**config.mk**
```make
export PLATFORM = sky130hd
export DESIGN_NAME = dyn_term_ctrl
export DESIGN_NICKNAME = d
export VERILOG_FILES = /design/src/rtl/dtc_pkg.sv /design/src/rtl/dtc_window.sv /design/src/rtl/dtc_select.sv /design/src/rtl/dyn_term_ctrl.sv
export SDC_FILE = /design/constraint.sdc
export NUM_CORES = 1
export LEC_CHECK = 0
export BUFFER_PORTS_ARGS = -buffer_cell sky130_fd_sc_hd__buf_2
export CAP_MARGIN = 20
export CORE_AREA = 5 5 42 44
export CTS_CLUSTER_DIAMETER = 80
export DETAILED_ROUTE_END_ITERATION = 10
export DIE_AREA = 0 0 47 49
export GPL_TIMING_DRIVEN = 0
export PLACE_DENSITY_LB_ADDON = 0.2
export SYNTH_ARGS = -nofsm -noshare
export SYNTH_HDL_FRONTEND = slang
export SYNTH_SLANG_ARGS = --single-unit
```
**constraint.sdc**
```tcl
create_clock -name clk -period 2.3 [get_ports clk]
set_input_delay 0.23 -clock clk [delete_from_list [all_inputs] [get_ports clk]]
set_output_delay 0.23 -clock clk [all_outputs]
set_load 0.02 [all_outputs]
```
**src/rtl/dtc_pkg.sv**
```systemverilog
package dtc_pkg;

    // Source of the termination setting chosen for the next cycle
    typedef enum logic [1:0] {
        SRC_OFF = 2'd0,
        SRC_NOM = 2'd1,
        SRC_WR  = 2'd2
    } term_src_e;

endpackage

```
**src/rtl/dtc_window.sv**
```systemverilog
module dtc_window #(
    parameter int WIN_BL8 = 4,
    parameter int WIN_BC4 = 4
) (
    input  logic clk,
    input  logic rst_n,
    input  logic wr_cmd,
    input  logic burst_chop,
    output logic win_d
);
    localparam int WIN_MAX = (WIN_BL8 > WIN_BC4) ? WIN_BL8 : WIN_BC4;
    localparam int CNT_W   = $clog2(WIN_MAX + 1);

    typedef struct packed {
        logic [CNT_W-1:0] cnt;
    } win_state_t;

    win_state_t st_d, st_q;

    always_comb begin
        st_d = st_q;
        if (wr_cmd) begin
            st_d.cnt = burst_chop ? CNT_W'(WIN_BC4) : CNT_W'(WIN_BL8);
        end else if (st_q.cnt != '0) begin
            st_d.cnt = st_q.cnt - CNT_W'(1);
        end
    end

    assign win_d = (st_d.cnt != '0);

    always_ff @(posedge clk or negedge rst_n) begin
        if (!rst_n) begin
            st_q <= '0;
        end else begin
            st_q <= st_d;
        end
    end

    // each command loads the full window for its burst type
    p_reload_r7: assert property (@(posedge clk) disable iff (!rst_n)
        wr_cmd |=> st_q.cnt == ($past(burst_chop) ? CNT_W'(WIN_BC4) : CNT_W'(WIN_BL8)));

    // an open window counts down one step per clock without a new command
    p_countdown_r1: assert property (@(posedge clk) disable iff (!rst_n)
        (st_q.cnt != '0 && !wr_cmd) |=> st_q.cnt == $past(st_q.cnt) - CNT_W'(1));

endmodule

```
**src/rtl/dtc_select.sv**
```systemverilog
module dtc_select
    import dtc_pkg::*;
(
    input  logic      win,
    input  logic      nom_en,
    input  logic      wr_en,
    input  logic      dll_off,
    output term_src_e src
);
    always_comb begin
        if (dll_off) begin
            src = SRC_OFF;
        end else if (win && wr_en) begin
            src = SRC_WR;
        end else if (nom_en) begin
            src = SRC_NOM;
        end else begin
            src = SRC_OFF;
        end
    end

    // DLL-off operation never selects a driving setting
    always_comb begin
        if (dll_off) begin
            a_dll_sel_r5: assert (src == SRC_OFF);
        end
    end

endmodule

```
**src/rtl/dyn_term_ctrl.sv**
```systemverilog
module dyn_term_ctrl
    import dtc_pkg::*;
#(
    parameter int VAL_W   = 3,
    parameter int WIN_BL8 = 4,
    parameter int WIN_BC4 = 4
) (
    input  logic             clk,
    input  logic             rst_n,
    input  logic [VAL_W-1:0] nom_val,
    input  logic             nom_en,
    input  logic [VAL_W-1:0] wr_val,
    input  logic             wr_en,
    input  logic             wr_cmd,
    input  logic             burst_chop,
    input  logic             dll_off,
    output logic [VAL_W-1:0] term_val,
    output logic             term_on
);
    typedef struct packed {
        logic             on;
        logic [VAL_W-1:0] val;
    } out_state_t;

    logic      win_next;
    term_src_e src;
    out_state_t out_d, out_q;

    dtc_window #(
        .WIN_BL8 (WIN_BL8),
        .WIN_BC4 (WIN_BC4)
    ) u_window (
        .clk        (clk),
        .rst_n      (rst_n),
        .wr_cmd     (wr_cmd),
        .burst_chop (burst_chop),
        .win_d      (win_next)
    );

    dtc_select u_select (
        .win     (win_next),
        .nom_en  (nom_en),
        .wr_en   (wr_en),
        .dll_off (dll_off),
        .src     (src)
    );

    always_comb begin
        out_d = '0;
        unique case (src)
            SRC_WR: begin
                out_d.on  = 1'b1;
                out_d.val = wr_val;
            end
            SRC_NOM: begin
                out_d.on  = 1'b1;
                out_d.val = nom_val;
            end
            default: begin
                out_d = '0;
            end
        endcase
    end

    always_ff @(posedge clk or negedge rst_n) begin
        if (!rst_n) begin
            out_q <= '0;
        end else begin
            out_q <= out_d;
        end
    end

    assign term_on  = out_q.on;
    assign term_val = out_q.val;

    // a write command with write termination enabled drives the write value next cycle
    p_wr_start_r1: assert property (@(posedge clk) disable iff (!rst_n)
        (wr_cmd && wr_en && !dll_off) |=> (term_on && term_val == $past(wr_val)));

    // DLL-off operation holds termination off
    p_dll_off_r5: assert property (@(posedge clk) disable iff (!rst_n)
        dll_off |=> (!term_on && term_val == '0));

    // with both enables clear nothing turns termination on
    p_none_off_r9: assert property (@(posedge clk) disable iff (!rst_n)
        (!nom_en && !wr_en) |=> !term_on);

    // nominal-only setup keeps the nominal value even through writes
    p_nom_only_r8: assert property (@(posedge clk) disable iff (!rst_n)
        (nom_en && !wr_en && !dll_off) |=> (term_on && term_val == $past(nom_val)));

endmodule

```
==> impl_metrics.json <==
{
  "run_status": "finished clean",
  "stdcell_count": 74,
  "rsz0062_at_grt": "no",
  "crit_path_cells": "inv_1 > ha_2 > inv_1 > ha_1 > or2_2 > a21o_1 > a211o_1 > ha_2 > a22oi_1 > nor2_1",
  "ys_top_cells_by_area": "sky130_fd_sc_hd__dfrtp_1, sky130_fd_sc_hd__ha_1, sky130_fd_sc_hd__a22oi_1",
  "setup_viol_count_final": 0,
  "synth_edf_count": 0,
  "top_family_by_delay_on_critical_path": "compound AO/OA/AOI/OAI gates",
  "drv_slew": 0,
  "netSwitchingPower_mw": 0.164,
  "finish.net_count": 77,
  "crit_arrival_ns": 2.28,
  "critical_setup_path_kind": "reg2reg",
  "power_frac_seq_pct": 34.5,
  "fin_hold_ws_ns": 0.164,
  "mean_instance_size_in_the_synthesized_netlist_um2": 10.3,
  "fill_cells": 156,
  "placed_cells_incl_taps": 68,
  "synth.yosys.warnings": 0,
  "achievable-frequency_mhz": 466,
  "number_of_antenna_violations_at_the_first_check_in_global_routing": 0,
  "stdcell_area_um2": 539,
  "n_antenna_cell": 0,
  "dp_hpwl_um": 592,
  "layout_cell_share_with_drive_strength_beyond_1_pct": 41.4,
  "core_mm2": 0.00140,
  "wirelength_per_cell_um": 9.97,
  "irDropWorstVdd_mv": 0.508,
  "drt_first_pass_iters": 2,
  "crit_slowest_cell": "sky130_fd_sc_hd__dfrtp_1",
  "fp-row-count": 14,
  "hold_path.class": "in2reg",
  "cts_max_path_buffers": 2,
  "cp-end-kind": "flip-flop",
  "tritoncts.num_buffers": 3,
  "yosysSeqAreaShare_pct": 45.8,
  "synth.largest_area_cell": "sky130_fd_sc_hd__dfrtp_1",
  "worstPathMaxFanout": 4,
  "finalPower_mw": 0.486,
  "pre_cts_ws_ns": 0.00323,
  "vias": 328,
  "library_cell_with_the_highest_instance_count_after_synthesis": "sky130_fd_sc_hd__dfrtp_1",
  "synth_top_area_share_pct": 45.8,
  "timing.final.hold_violations": 0,
  "viasPerCell": 4.43,
  "drt-initial-drc-count": 1,
  "port-buffer-count": 15,
  "area_delta_synth_final_pct": 40.8,
  "p_comb_share_pct": 43.0,
  "synth.ff_latch_count": 7,
  "grt_util_all_layers_pct": 7.72,
  "routed_wl_um": 738,
  "relSlewSlack_pct": 86.1,
  "die_w_um": 47,
  "post_synth_cell_types": 14,
  "sw_frac_of_total_pct": 33.8,
  "grt.overflow.total": 0,
  "leakage_nw": 0.287,
  "required_time_worst_endpoint_ns": 2.43,
  "proportion_of_register_bits_with_asynchronous_set_or_reset_after_synthesis_pct": 100,
  "min_period_over_period_pct": 93.3,
  "synthesis.instances": 37,
  "worst_setup_path_start_kind": "flip-flop",
  "cts.reportedPaths.clkPinSlew_ns": 0.05,
  "min_period_ns": 2.15,
  "maxCapViolations": 0,
  "setup_tns_ns": 0,
  "cts_tree": "done",
  "power_density_mw_per_mm2": 901,
  "total_clock_sinks": 7,
  "initial_core_util_pct": 27.3,
  "fp.dieH_um": 49,
  "grt_pass1_wl_um": 1280,
  "design.portCount": 17,
  "setup_ws_ns": 0.153,
  "worst-path-buf-inv": 2,
  "internal-power_mw": 0.322,
  "clock_power_share_pct": 22.5,
  "post_dp_cell_area_um2": 478,
  "worstMarginPinSlew_ns": 0.207,
  "cp_slowest_stage_delay_ns": 0.39,
  "h-tree-depth": 1,
  "synth_nets": 55,
  "first_global_vias": 323,
  "mappedNetlistArea_um2": 383,
  "gp_congestion": 0.645,
  "drc": 0,
  "grt_start_max_net_pins": 8,
  "layout.core_utilization_pct": 38.5,
  "skew_ns": 0.000628,
  "die_area_mm2": 0.00230,
  "synth-main-ff-cell": "sky130_fd_sc_hd__dfrtp_1",
  "clk-insertion-delay-late_ns": 0.24,
  "synth_common_cells": "sky130_fd_sc_hd__dfrtp_1, sky130_fd_sc_hd__inv_1, sky130_fd_sc_hd__nor2_1",
  "cts_root_buf": "sky130_fd_sc_hd__clkbuf_4",
  "antenna_left": 0
}
## placed cells by master (no fill, tap or decap), drive strengths merged
| cell | count |
|---|---|
| nor2 | 6 |
| inv | 6 |
| ha | 5 |
| or2 | 1 |
| xor2 | 1 |
| dfrtp | 7 |
| and3b | 1 |
| a21oi | 1 |
| or3b | 1 |
| a21o | 1 |
| buf | 16 |
| clkbuf | 4 |
| a211o | 1 |
| nand3b | 2 |
| dlygate4sd3 | 1 |
| a22oi | 3 |
| a211oi | 1 |
## power by group through the flow
stage | Sequential (mW) | Clock [mW] | Combinational (mW)
3_3_place_gp | 0.175 | 0 | 0.171
6_report | 0.167 | 0.109 | 0.209
5_1_grt | 0.172 | 0.121 | 0.248
2_1_floorplan | 0.179 | 0 | 0.122
4_1_cts | 0.173 | 0.115 | 0.177
3_5_place_dp | 0.175 | 0 | 0.172
## worst register-to-register path, delay by kind of cell, from the launching register on
kind	cells	cell delay (ns)
AO/OA/AOI/OAI	3	0.67
buffers and inverters	2	0.11
flip-flops	1	0.39
adder cells (fa/ha/maj)	3	0.53
AND/OR/NAND/NOR	2	0.35
## state kept, by name (all words and copies together), names as in the netlist
register,flops
term_on,1
term_val,3
u_window.st_q,3
## timing repair
action | 4_1_cts | 5_1_grt
pin swaps | 0 | 1
hold endpoints to repair | 7 | 0
setup buffers | 0 | 1
hold buffers | 1 | 0
endpoints found under the setup margin | 2 | 3
gates resized for setup | 1 | 3
## cells by family (layout without fill, tap and decap cells)
logic type,after synthesis,after routing,share of synthesized area [%]
AO/OA/AOI/OAI,7,7,13.4
XOR/XNOR,1,1,2.29
adder cells (fa/ha/maj),5,5,16.3
buffers and inverters,6,27,5.88
flip-flops,7,7,45.8
AND/OR/NAND/NOR,11,11,16.3
## worst paths after layout
check | from | to | slack [ns] | cells after the start
min in group asynchronous | rst_n | term_on | 0.34 | 2
worst max-delay path | u_window.st_q[1] | term_val[2] | 0.15 | 10
worst min register to register | u_window.st_q[1] | u_window.st_q[1] | 0.55 | 2
worst max register to register | u_window.st_q[1] | term_val[2] | 0.15 | 10
max in group asynchronous | rst_n | u_window.st_q[1] | 1.81 | 2
worst min-delay path | wr_cmd | u_window.st_q[1] | 0.16 | 2
## area by class of cell
class	count	area (µm²)	area share [%]
repair buffers	17	92.6	17.2
flip-flops and latches	7	175	32.5
inverters	6	22.5	4.18
well taps	16	20.0	3.71
clock buffers	4	26.3	4.87
multi-input cells	24	203	37.6
## layer usage
| layer | up-vias | share of wire [%] | GRT usage (%) |
|---|---|---|---|
| li1 | 165 | - | - |
| met1 | 152 | 38 | 8.50 |
| met2 | 11 | 51 | 12.0 |
| met3 | 0 | 10 | 5.54 |
| met4 | 0 | 0 | 1.38 |
| met5 | - | 0 | 0 |
(Power assumes the default switching activity.)
